File: src/rtl/pic_seq_pkg.sv
package pic_seq_pkg;

  localparam int unsigned NLINES = 8;
  localparam int unsigned LW     = $clog2(NLINES);

  // initialization step
  typedef enum logic [1:0] {
    ST_IDLE = 2'd0,
    ST_BASE = 2'd1,
    ST_CASC = 2'd2,
    ST_MODE = 2'd3
  } init_st_e;

  // kind of an address-0 byte
  typedef enum logic [1:0] {
    WK_NONE = 2'd0,
    WK_INIT = 2'd1,
    WK_CTRL = 2'd2,
    WK_OPER = 2'd3
  } wkind_e;

  // operation command codes (bits 7:5)
  localparam logic [2:0] OP_ROT_OFF = 3'd0;
  localparam logic [2:0] OP_NS_EOI  = 3'd1;
  localparam logic [2:0] OP_NOP     = 3'd2;
  localparam logic [2:0] OP_SP_EOI  = 3'd3;
  localparam logic [2:0] OP_ROT_ON  = 3'd4;
  localparam logic [2:0] OP_NS_ROT  = 3'd5;
  localparam logic [2:0] OP_SET_PRI = 3'd6;
  localparam logic [2:0] OP_SP_ROT  = 3'd7;

endpackage

File: src/rtl/seq_word_decode.sv
module seq_word_decode
  import pic_seq_pkg::*;
#(
  parameter int unsigned DW = 8
) (
  input  logic          wr_en,
  input  logic          addr,
  input  logic [DW-1:0] wdata,
  output wkind_e        kind,
  output logic          data_wr,
  output logic [2:0]    op_code,
  output logic [LW-1:0] op_line
);

  localparam int unsigned INIT_BIT = 4;
  localparam int unsigned CTRL_BIT = 3;

  always_comb begin
    kind = WK_NONE;
    if (wr_en && !addr) begin
      if (wdata[INIT_BIT])      kind = WK_INIT;
      else if (wdata[CTRL_BIT]) kind = WK_CTRL;
      else                      kind = WK_OPER;
    end
  end

  assign data_wr = wr_en && addr;
  assign op_code = wdata[7:5];
  assign op_line = wdata[LW-1:0];

endmodule

File: src/rtl/seq_init_fsm.sv
module seq_init_fsm
  import pic_seq_pkg::*;
#(
  parameter int unsigned DW = 8
) (
  input  logic          clk,
  input  logic          rst_n,
  input  logic          init_go,
  input  logic          data_wr,
  input  logic [DW-1:0] wdata,
  output init_st_e      state,
  output logic          single_mode,
  output logic [DW-1:0] vec_base,
  output logic [DW-1:0] casc_word,
  output logic          nested_mode,
  output logic          auto_eoi,
  output logic [DW-1:0] imr
);

  localparam logic [DW-1:0] BASE_MASK = ~DW'(NLINES - 1);

  init_st_e      st_q, st_d;
  logic          single_q, single_d;
  logic          need4_q, need4_d;
  logic [DW-1:0] base_q, base_d;
  logic [DW-1:0] casc_q, casc_d;
  logic          nest_q, nest_d;
  logic          aeoi_q, aeoi_d;
  logic [DW-1:0] imr_q, imr_d;

  always_comb begin
    st_d     = st_q;
    single_d = single_q;
    need4_d  = need4_q;
    base_d   = base_q;
    casc_d   = casc_q;
    nest_d   = nest_q;
    aeoi_d   = aeoi_q;
    imr_d    = imr_q;
    if (init_go) begin
      st_d     = ST_BASE;
      single_d = wdata[1];
      need4_d  = wdata[0];
      imr_d    = '0;
      nest_d   = 1'b0;
      aeoi_d   = 1'b0;
    end else if (data_wr) begin
      unique case (st_q)
        ST_IDLE: imr_d = wdata;
        ST_BASE: begin
          base_d = wdata & BASE_MASK;
          if (single_q) st_d = need4_q ? ST_MODE : ST_IDLE;
          else          st_d = ST_CASC;
        end
        ST_CASC: begin
          casc_d = wdata;
          st_d   = need4_q ? ST_MODE : ST_IDLE;
        end
        ST_MODE: begin
          nest_d = wdata[4];
          aeoi_d = wdata[1];
          st_d   = ST_IDLE;
        end
        default: st_d = ST_IDLE;
      endcase
    end
  end

  always_ff @(posedge clk or negedge rst_n) begin
    if (!rst_n) begin
      st_q     <= ST_IDLE;
      single_q <= 1'b0;
      need4_q  <= 1'b0;
      base_q   <= '0;
      casc_q   <= '0;
      nest_q   <= 1'b0;
      aeoi_q   <= 1'b0;
      imr_q    <= '0;
    end else begin
      st_q     <= st_d;
      single_q <= single_d;
      need4_q  <= need4_d;
      base_q   <= base_d;
      casc_q   <= casc_d;
      nest_q   <= nest_d;
      aeoi_q   <= aeoi_d;
      imr_q    <= imr_d;
    end
  end

  assign state       = st_q;
  assign single_mode = single_q;
  assign vec_base    = base_q;
  assign casc_word   = casc_q;
  assign nested_mode = nest_q;
  assign auto_eoi    = aeoi_q;
  assign imr         = imr_q;

endmodule

File: src/rtl/seq_op_unit.sv
module seq_op_unit
  import pic_seq_pkg::*;
#(
  parameter int unsigned DW = 8
) (
  input  logic              clk,
  input  logic              rst_n,
  input  wkind_e            kind,
  input  logic [DW-1:0]     wdata,
  input  logic [2:0]        op_code,
  input  logic [LW-1:0]     op_line,
  input  logic              hi_valid,
  input  logic [LW-1:0]     hi_line,
  input  logic              rd_en,
  output logic [LW-1:0]     prio_offset,
  output logic              rot_auto_eoi,
  output logic              special_mask,
  output logic              rd_isr_sel,
  output logic              poll_pend,
  output logic [NLINES-1:0] isr_clr,
  output logic              init_clr
);

  logic [LW-1:0]     off_q, off_d;
  logic              rot_q, rot_d;
  logic              smask_q, smask_d;
  logic              rsel_q, rsel_d;
  logic              poll_q, poll_d;
  logic [NLINES-1:0] clr_q, clr_d;
  logic              iclr_q, iclr_d;

  always_comb begin
    off_d   = off_q;
    rot_d   = rot_q;
    smask_d = smask_q;
    rsel_d  = rsel_q;
    poll_d  = poll_q;
    clr_d   = '0;
    iclr_d  = 1'b0;
    if (rd_en && poll_q) poll_d = 1'b0;
    unique case (kind)
      WK_INIT: begin
        off_d   = '0;
        smask_d = 1'b0;
        rsel_d  = 1'b0;
        poll_d  = 1'b0;
        iclr_d  = 1'b1;
      end
      WK_CTRL: begin
        if (wdata[2]) poll_d  = 1'b1;
        if (wdata[1]) rsel_d  = wdata[0];
        if (wdata[6]) smask_d = wdata[5];
      end
      WK_OPER: begin
        unique case (op_code)
          OP_ROT_OFF, OP_ROT_ON: rot_d = op_code[2];
          OP_NS_EOI: if (hi_valid) clr_d[hi_line] = 1'b1;
          OP_NS_ROT: if (hi_valid) begin
            clr_d[hi_line] = 1'b1;
            off_d = hi_line + LW'(1);
          end
          OP_SP_EOI: clr_d[op_line] = 1'b1;
          OP_SET_PRI: off_d = op_line + LW'(1);
          OP_SP_ROT: begin
            clr_d[op_line] = 1'b1;
            off_d = op_line + LW'(1);
          end
          default: ;
        endcase
      end
      default: ;
    endcase
  end

  always_ff @(posedge clk or negedge rst_n) begin
    if (!rst_n) begin
      off_q   <= '0;
      rot_q   <= 1'b0;
      smask_q <= 1'b0;
      rsel_q  <= 1'b0;
      poll_q  <= 1'b0;
      clr_q   <= '0;
      iclr_q  <= 1'b0;
    end else begin
      off_q   <= off_d;
      rot_q   <= rot_d;
      smask_q <= smask_d;
      rsel_q  <= rsel_d;
      poll_q  <= poll_d;
      clr_q   <= clr_d;
      iclr_q  <= iclr_d;
    end
  end

  assign prio_offset  = off_q;
  assign rot_auto_eoi = rot_q;
  assign special_mask = smask_q;
  assign rd_isr_sel   = rsel_q;
  assign poll_pend    = poll_q;
  assign isr_clr      = clr_q;
  assign init_clr     = iclr_q;

endmodule

File: src/rtl/seq_read_mux.sv
module seq_read_mux
  import pic_seq_pkg::*;
#(
  parameter int unsigned DW = 8
) (
  input  logic          rd_en,
  input  logic          addr,
  input  logic          poll_pend,
  input  logic          rd_isr_sel,
  input  logic [DW-1:0] isr_in,
  input  logic [DW-1:0] irr_in,
  input  logic [DW-1:0] imr,
  input  logic          pend_valid,
  input  logic [LW-1:0] pend_line,
  output logic [DW-1:0] rdata,
  output logic          poll_ack,
  output logic [LW-1:0] poll_ack_line
);

  logic [DW-1:0] poll_byte;

  always_comb begin
    poll_byte = '0;
    if (pend_valid) begin
      poll_byte[DW-1]   = 1'b1;
      poll_byte[LW-1:0] = pend_line;
    end
  end

  always_comb begin
    if (poll_pend)       rdata = poll_byte;
    else if (addr)       rdata = imr;
    else if (rd_isr_sel) rdata = isr_in;
    else                 rdata = irr_in;
  end

  assign poll_ack      = rd_en && poll_pend && pend_valid;
  assign poll_ack_line = pend_line;

endmodule

File: src/rtl/pic_cmd_seq.sv
module pic_cmd_seq
  import pic_seq_pkg::*;
#(
  parameter int unsigned DW = 8
) (
  input  logic          clk,
  input  logic          rst_n,
  input  logic          wr_en,
  input  logic          rd_en,
  input  logic          addr,
  input  logic [DW-1:0] wdata,
  output logic [DW-1:0] rdata,
  input  logic [DW-1:0] irr_in,
  input  logic [DW-1:0] isr_in,
  input  logic          hi_isr_valid,
  input  logic [2:0]    hi_isr_line,
  input  logic          pend_valid,
  input  logic [2:0]    pend_line,
  output logic [DW-1:0] imr,
  output logic [DW-1:0] vec_base,
  output logic [DW-1:0] casc_word,
  output logic          single_mode,
  output logic          nested_mode,
  output logic          auto_eoi,
  output logic          rot_auto_eoi,
  output logic          special_mask,
  output logic [2:0]    prio_offset,
  output logic [7:0]    isr_clr,
  output logic          init_clr,
  output logic          poll_ack,
  output logic [2:0]    poll_ack_line
);

  logic [1:0] rst_pipe;
  logic       rst_n_q;

  always_ff @(posedge clk or negedge rst_n) begin
    if (!rst_n) rst_pipe <= 2'b00;
    else        rst_pipe <= {rst_pipe[0], 1'b1};
  end
  assign rst_n_q = rst_pipe[1];

  wkind_e        kind;
  logic          data_wr;
  logic [2:0]    op_code;
  logic [LW-1:0] op_line;
  init_st_e      state;
  logic          rd_isr_sel;
  logic          poll_pend;

  seq_word_decode #(.DW(DW)) u_dec (
    .wr_en   (wr_en),
    .addr    (addr),
    .wdata   (wdata),
    .kind    (kind),
    .data_wr (data_wr),
    .op_code (op_code),
    .op_line (op_line)
  );

  seq_init_fsm #(.DW(DW)) u_init (
    .clk         (clk),
    .rst_n       (rst_n_q),
    .init_go     (kind == WK_INIT),
    .data_wr     (data_wr),
    .wdata       (wdata),
    .state       (state),
    .single_mode (single_mode),
    .vec_base    (vec_base),
    .casc_word   (casc_word),
    .nested_mode (nested_mode),
    .auto_eoi    (auto_eoi),
    .imr         (imr)
  );

  seq_op_unit #(.DW(DW)) u_op (
    .clk          (clk),
    .rst_n        (rst_n_q),
    .kind         (kind),
    .wdata        (wdata),
    .op_code      (op_code),
    .op_line      (op_line),
    .hi_valid     (hi_isr_valid),
    .hi_line      (hi_isr_line),
    .rd_en        (rd_en),
    .prio_offset  (prio_offset),
    .rot_auto_eoi (rot_auto_eoi),
    .special_mask (special_mask),
    .rd_isr_sel   (rd_isr_sel),
    .poll_pend    (poll_pend),
    .isr_clr      (isr_clr),
    .init_clr     (init_clr)
  );

  seq_read_mux #(.DW(DW)) u_rd (
    .rd_en         (rd_en),
    .addr          (addr),
    .poll_pend     (poll_pend),
    .rd_isr_sel    (rd_isr_sel),
    .isr_in        (isr_in),
    .irr_in        (irr_in),
    .imr           (imr),
    .pend_valid    (pend_valid),
    .pend_line     (pend_line),
    .rdata         (rdata),
    .poll_ack      (poll_ack),
    .poll_ack_line (poll_ack_line)
  );

endmodule

File: config.mk
export PLATFORM = sky130hd
export DESIGN_NAME = pic_cmd_seq
export DESIGN_NICKNAME = d
export VERILOG_FILES = /design/src/rtl/pic_seq_pkg.sv /design/src/rtl/seq_word_decode.sv /design/src/rtl/seq_init_fsm.sv /design/src/rtl/seq_op_unit.sv /design/src/rtl/seq_read_mux.sv /design/src/rtl/pic_cmd_seq.sv
export SDC_FILE = /design/constraint.sdc
export NUM_CORES = 1
export LEC_CHECK = 0
export ABC_AREA = 1
export BUFFER_PORTS_ARGS = -buffer_cell sky130_fd_sc_hd__buf_2
export CAP_MARGIN = 20
export CORE_MARGIN = 2
export CORE_UTILIZATION = 41
export DETAILED_ROUTE_END_ITERATION = 8
export PLACE_DENSITY = 0.67
export SYNTH_ARGS = -nofsm -noshare
export SYNTH_HDL_FRONTEND = slang
export SYNTH_SLANG_ARGS = --single-unit
File: constraint.sdc
create_clock -name clk -period 1.9 [get_ports clk]
set_clock_uncertainty 0.05 [all_clocks]
set_input_delay 0.285 -clock clk [delete_from_list [all_inputs] [get_ports clk]]
set_output_delay 0.285 -clock clk [all_outputs]
set_load 0.1 [all_outputs]
==> out/metrics.cfg, run 1 <==
[yosys]
ys_seq_area_share_pct=47.6
post_synth_inst_count=303
yosys.cell_types.count=23
yosysWarnings=0
post_synth_instance_area_um2=2370
syn-mean-instance-area_um2=7.81
yosys_register_bits=45

[routing]
drc=0
num_vias=2263
route.antenna.remaining_nets=0
vias_per_cell=4.83
routed_wire_length_per_instance_um=12.6
detail_route.first_pass.iterations=4
wirelength_mm=5.92
detailed_route_iter0_violations=131

[floorplan]
rows=27
fp.dieH_um=80.0
floorplan.die_area_um2=6390
ios=90
fp.coreArea_um2=5540
initial_core_util_pct=42.7
chipWidth_um=80.0

[setup_path]
worst-path-stages=6
required_time_of_the_worst_setup_path_ps=1560
critical-path-top-delay-family=flip-flops
worst_ep_arrival_time_ps=1460
critPathBufInv=2
timing.reg2reg.worst_path_depth=5
timing.critical_path.fanout_max=9
slowest_stage=sky130_fd_sc_hd__dfrtp_1
setup.worst_path.class=reg2out
critPathCaptureType=output port
cpPeakStageDelay_ps=380
path_cells=buf_4 > nand2_1 > nand3_1 > o21ai_0 > o21ai_4 > buf_12
timing.critical_path.from_type=flip-flop

[pwr]
power.density_cell_area_nw_per_um2=1570
p_total_w=0.00498
vdd.ir_drop.worst_v=0.000961
power_leakage_nw=1.69

[finish]
utilization_pct=57.2
nets=442
area.growth.synth_to_final_pct=33.8
antenna-diode-count=0
drive_gt1_share_pct=32.2

[global_routing]
first_pass_grt_wire_length_mm=9.71
grt_max_degree=34
antenna_found_initial=0
grt_pass1_vias=2096
track_usage_pct=19.3
globalRoute.totalOverflow=0

[timing]
final-hold-violation-count=0
timing.final.crit_period_ps=1800
fmax_ghz=0.556
unrepaired_setup_endpoints_after_global_routing=false
setup_viol=0
tightestPinTransition_ps=727
slew_headroom_pct=51.5
slew_viol_final=0
fin_hold_ws_ps=232
finalCritPeriodShare_pct=94.7

[clocking]
cts-buffers-inserted=5
clock-root-buffer=sky130_fd_sc_hd__clkbuf_8
worstSkewPairLatency_ps=300
cts-root-to-sink-buffers=2
post-cts-setup-buffer-count=0
clkTransAtPathRegs_ps=90
cts.sinks=45
htreeDepth=2
tritoncts=done

[min_path]
timing.hold.worst.class=in2reg
worstHoldPathCells=3

[flow_run]
cap_violations=0

[outcome]
status=completed

[placement]
numPortBuffers=86
gpl.final_weighted_congestion=0.884
detailed_place_hpwl_mm=4.65

-- area by class of cell --
class | count | area, µm²
fillers | 523 | 2370
multi-input cells | 204 | 1050
clock buffers | 5 | 68.8
repair buffers | 93 | 621
clock inverters | 3 | 25.0
inverters | 47 | 176
flip-flops and latches | 45 | 1140
well taps | 72 | 90.1
-- metal layers --
metal	share of wire (%)	up-vias	track usage, %
met1	45	1018	25.5
met2	46	95	31.9
met4	1.1	0	3.73
met3	8.1	7	5.54
met5	0	-	0
li1	-	1143	-
-- through the flow --
step           cell area, µm²  setup TNS, ps  worst slack (ps)  std cells
3_3_place_gp             3060              0               253        460
2_1_floorplan            2420           -222              -222        305
3_5_place_dp             3060              0               198        460
4_1_cts                  3170              0              54.0        469
5_1_grt                  3170              0              8.18        469
6_report                 3170              0               101        469
-- report_power, final --
part | leakage [nW] | switching (W) | total, W | internal (W)
clock | 0.0447 | 0.000345 | 0.000611 | 0.000266
sequential | 0.576 | 0.000182 | 0.00139 | 0.00121
combinational | 1.07 | 0.00243 | 0.00298 | 0.000546
total | 1.69 | 0.00296 | 0.00498 | 0.00202
-- worst reg2reg max path: cells and delay by family (launching register included) --
kind / cells / cell delay (ps)
buf+inv: 2 / 160
compound gates: 2 / 570
flops: 1 / 420
fa+ha+maj: 1 / 150
-- cell usage in the layout, fill, tap and decap left out, drive strengths merged --
master	n
nor2	20
dfrtp	45
clkinvlp	1
nand3	21
dlygate4sd3	1
clkinv	1
nand2	86
o21a	1
ha	9
or2	1
inv	48
nor3b	1
clkbuf	5
o211ai	6
o21ai	35
conb	4
o22ai	7
nor3	1
buf	92
nand4	1
a21oi	11
-- kinds of logic (layout without fill, tap and decap cells) --
group / count (synthesis) / after routing / share of synthesized area (%)
AOI/OAI and AO/OA: 60 / 60 / 14.0
adders and majority gates: 9 / 9 / 4.76
buffers and inverters: 56 / 148 / 9.99
DFF: 45 / 45 / 47.6
other: 2 / 4 / 0.317
and+or+nand+nor: 131 / 131 / 23.4
-- synth_stat cells --
cell                       number  area (µm²)
sky130_fd_sc_hd__nor2_1        18        67.6
sky130_fd_sc_hd__o22ai_1        7        43.8
sky130_fd_sc_hd__o21a_1         1        7.51
sky130_fd_sc_hd__inv_2          4        15.0
sky130_fd_sc_hd__o21ai_0       30         150
sky130_fd_sc_hd__nand4_1        1        6.26
sky130_fd_sc_hd__nand2_1       82         308
sky130_fd_sc_hd__nor2_2         2        12.5
sky130_fd_sc_hd__nand2_2        4        25.0
sky130_fd_sc_hd__inv_1         43         161
sky130_fd_sc_hd__nor3b_2        1        12.5
sky130_fd_sc_hd__a21oi_1       11        55.1
sky130_fd_sc_hd__o21ai_1        4        20.0
sky130_fd_sc_hd__dfrtp_1       45        1130
sky130_fd_sc_hd__nand3_1       21         105
sky130_fd_sc_hd__o21ai_2        1        8.76
sky130_fd_sc_hd__buf_2          3        15.0
sky130_fd_sc_hd__or2_2          1        6.26
sky130_fd_sc_hd__o211ai_1       6        45.0
sky130_fd_sc_hd__buf_4          6        45.0
sky130_fd_sc_hd__conb_1         2        7.51
sky130_fd_sc_hd__ha_1           9         113
sky130_fd_sc_hd__nor3_2         1        10.0
-- state kept, by name (all words and copies together) (netlist names) --
signal,flops
u_op.special_mask,1
u_op.init_clr,1
u_op.rot_auto_eoi,1
u_op.isr_clr,8
u_init.nested_mode,1
u_init.casc_word,8
u_init.auto_eoi,1
u_op.prio_offset,3
u_init.vec_base,5
rst_pipe,2
u_init.single_mode,1
u_op.poll_pend,1
u_init.imr,8
u_init.need4_q,1
u_op.rd_isr_sel,1
u_init.state,2
-- worst paths after layout --
| path | startpoint | end | slack [ps] |
|---|---|---|---|
| setup / recovery | u_op.rd_isr_sel | rdata[0] | 100 |
| hold / removal | rd_en | u_op.poll_pend | 230 |
| setup reg to reg | u_init.state[0] | u_init.imr[4] | 430 |
| hold reg to reg | rst_pipe[1] | u_init.need4_q | 270 |
| max in group asynchronous | rst_pipe[1] | u_op.prio_offset[2] | 890 |
| min in group asynchronous | rst_n | rst_pipe[1] | 240 |
-- timing repair --
| item | in CTS | in global routing |
|---|---|---|
| gates resized for setup | 2 | 2 |
| hold buffers | 1 | 0 |
| endpoints found under the hold margin | 2 | 0 |
| setup endpoints to repair | 5 | 2 |
No activity file was read; power rests on OpenSTA's default activity.
==> run 2, diff against run 1 <==
--- a/config.mk
+++ b/config.mk
@@ -8,10 +8,11 @@
 export ABC_AREA = 1
 export BUFFER_PORTS_ARGS = -buffer_cell sky130_fd_sc_hd__buf_2
 export CAP_MARGIN = 20
+export CORE_ASPECT_RATIO = 0.7
 export CORE_MARGIN = 2
-export CORE_UTILIZATION = 41
+export CORE_UTILIZATION = 35
 export DETAILED_ROUTE_END_ITERATION = 8
-export PLACE_DENSITY = 0.67
+export PLACE_DENSITY = 0.58
 export SYNTH_ARGS = -nofsm -noshare
 export SYNTH_HDL_FRONTEND = slang
 export SYNTH_SLANG_ARGS = --single-unit
==> out/metrics.cfg, run 2 (synthesis gave the netlist of run 1 again) <==
[outcome]
status=completed

[pwr]
vdd.ir_drop.worst_v=0.00181
power_report.internal_total_w=0.00205
p_switching_w=0.00296
power_leakage_nw=1.70
pwr-share-seq_pct=28.0
p_sw_share_pct=59.0
p_clk_share_pct=11.8
power.density_cell_area_nw_per_um2=1560
p_comb_share_pct=60.1

[clocking]
tritoncts=done
worstSkewPairLatency_ps=290
post-cts-setup-buffer-count=0
clkTransAtPathRegs_ps=80
htreeDepth=2
cts-root-to-sink-buffers=2
cts.sinks=45
cts-buffers-inserted=5
clock-root-buffer=sky130_fd_sc_hd__clkbuf_8

[global_routing]
globalRoute.totalOverflow=0
grt_max_degree=25
antenna_found_initial=0
first_pass_grt_wire_length_mm=10.3
track_usage_pct=17.6
grt_pass1_vias=1991

[finish]
nets=443
n_fill_cell=693
mostFrequentLayoutCell=sky130_fd_sc_hd__nand2_1
antenna-diode-count=0
postLayoutCellArea_um2=3210
area.growth.synth_to_final_pct=35.5
most_frequent_cells_in_the_layout=sky130_fd_sc_hd__nand2_1, sky130_fd_sc_hd__buf_2, sky130_fd_sc_hd__inv_1
drive_gt1_share_pct=32.0

[floorplan]
fp.dieH_um=72.8
ios=90
initial_core_util_pct=35.7
floorplan.die_area_um2=7440
fp.coreArea_um2=6630
rows=25
chipWidth_um=102

[routing]
detailed_route_iter0_violations=139
routed_wire_length_per_instance_um=13.2
num_vias=2251
route.antenna.remaining_nets=0
drc=0
wirelength_mm=6.50
vias_per_cell=4.58
detail_route.first_pass.iterations=4

[timing]
timing.final.crit_period_ps=1790
unrepaired_setup_endpoints_after_global_routing=false
tightestPinTransition_ps=553
setup_viol=0
slew_headroom_pct=62.9
final-hold-violation-count=0
finalCritPeriodShare_pct=94.2
fmax_ghz=0.559
slew_viol_final=0
fin_hold_ws_ps=176

[placement]
numPortBuffers=86
detailed_place_hpwl_mm=5.05
gpl.final_weighted_congestion=0.863
detailed_place.area_um2=3110

[setup_path]
slowest_stage=sky130_fd_sc_hd__dfrtp_1
setup.worst_path.class=reg2out
cpPeakStageDelay_ps=360
timing.critical_path.from_type=flip-flop
worst_ep_arrival_time_ps=1450
critPathCaptureType=output port
path_cells=buf_4 > nand2_1 > nand3_1 > o21ai_0 > o21ai_4 > buf_12
required_time_of_the_worst_setup_path_ps=1560
timing.critical_path.fanout_max=9

[flow_run]
cap_violations=0

[min_path]
timing.hold.worst.class=reg2async

[run 2: changes by cell type in the layout (fill, tap and decap cells not counted)]
| cell | delta |
|---|---|
| sky130_fd_sc_hd__clkbuf_1 | +1 |
| sky130_fd_sc_hd__inv_6 | -1 |
| sky130_fd_sc_hd__clkinv_4 | -1 |
| sky130_fd_sc_hd__o21ai_0 | +1 |
| sky130_fd_sc_hd__buf_12 | +1 |
| sky130_fd_sc_hd__clkbuf_8 | +1 |
| sky130_fd_sc_hd__o21ai_1 | -1 |
| sky130_fd_sc_hd__clkinvlp_4 | -1 |
[run 2: worst paths after layout]
kind,startpoint,end,slack (ps),depth (start not counted)
min in group clk,rd_en,u_op.poll_pend,250,3
max in group asynchronous,rst_pipe[1],u_op.isr_clr[7],1140,1
worst min register to register,rst_pipe[1],u_init.state[0],180,0
worst max-delay path,u_op.rd_isr_sel,rdata[7],110,6
worst min-delay path,rst_pipe[1],u_init.state[0],180,0
worst max register to register,u_init.state[0],u_init.imr[4],340,5
[run 2: repair_timing]
action	in CTS	in global routing
hold buffers	1	0
endpoints found under the hold margin	2	0
setup endpoints to repair	1	3
gates resized for setup	1	2
cloned	0	0
[run 2: worst max-delay path, delay by kind of cell (launching register included)]
kind                   cells  cell delay (ps)
buffers and inverters      2              360
flip-flops                 1              360
AO/OA/AOI/OAI              2              300
AND/OR/NAND/NOR            2              140
[run 2: cell type report]
| cell class | count | area, µm² | share of cell area, % |
|---|---|---|---|
| flip-flops and latches | 45 | 1140 | 35.4 |
| multi-input cells | 204 | 1050 | 32.7 |
| repair buffers | 94 | 641 | 20.0 |
| inverters | 47 | 176 | 5.50 |
| well taps | 94 | 118 | 3.67 |
| clock buffers | 7 | 86.3 | 2.69 |
[run 2: stage by stage]
step	setup WS, ps	utilization (%)	TNS, ps	total power, W	cells
finish	110	48.4	0	0.00501	491
global route	11.8	48.4	0	0.00525	491
CTS	10.5	48.4	0	0.00505	491
detailed placement	188	46.9	0	0.00444	483
global placement	231	46.9	0	0.00442	483
floorplan	-222	-	-222	0.00378	305
[run 2: power groups by stage]
stage	combinational, W	sequential (W)	clock (W)
2_1_floorplan	0.000818	0.00296	0
6_report	0.00301	0.00140	0.000594
3_3_place_gp	0.00300	0.00142	0
3_5_place_dp	0.00302	0.00142	0
5_1_grt	0.00316	0.00144	0.000655
4_1_cts	0.00302	0.00141	0.000624
[run 2: per-layer routing]
layer | part of all wire [%] | wire length [µm] | track usage (%)
met1 | 52 | 3360 | 26.8
met2 | 40 | 2590 | 24.8
met3 | 7.8 | 508 | 4.79
met4 | 0.65 | 42 | 4.00
met5 | 0 | 0 | 0
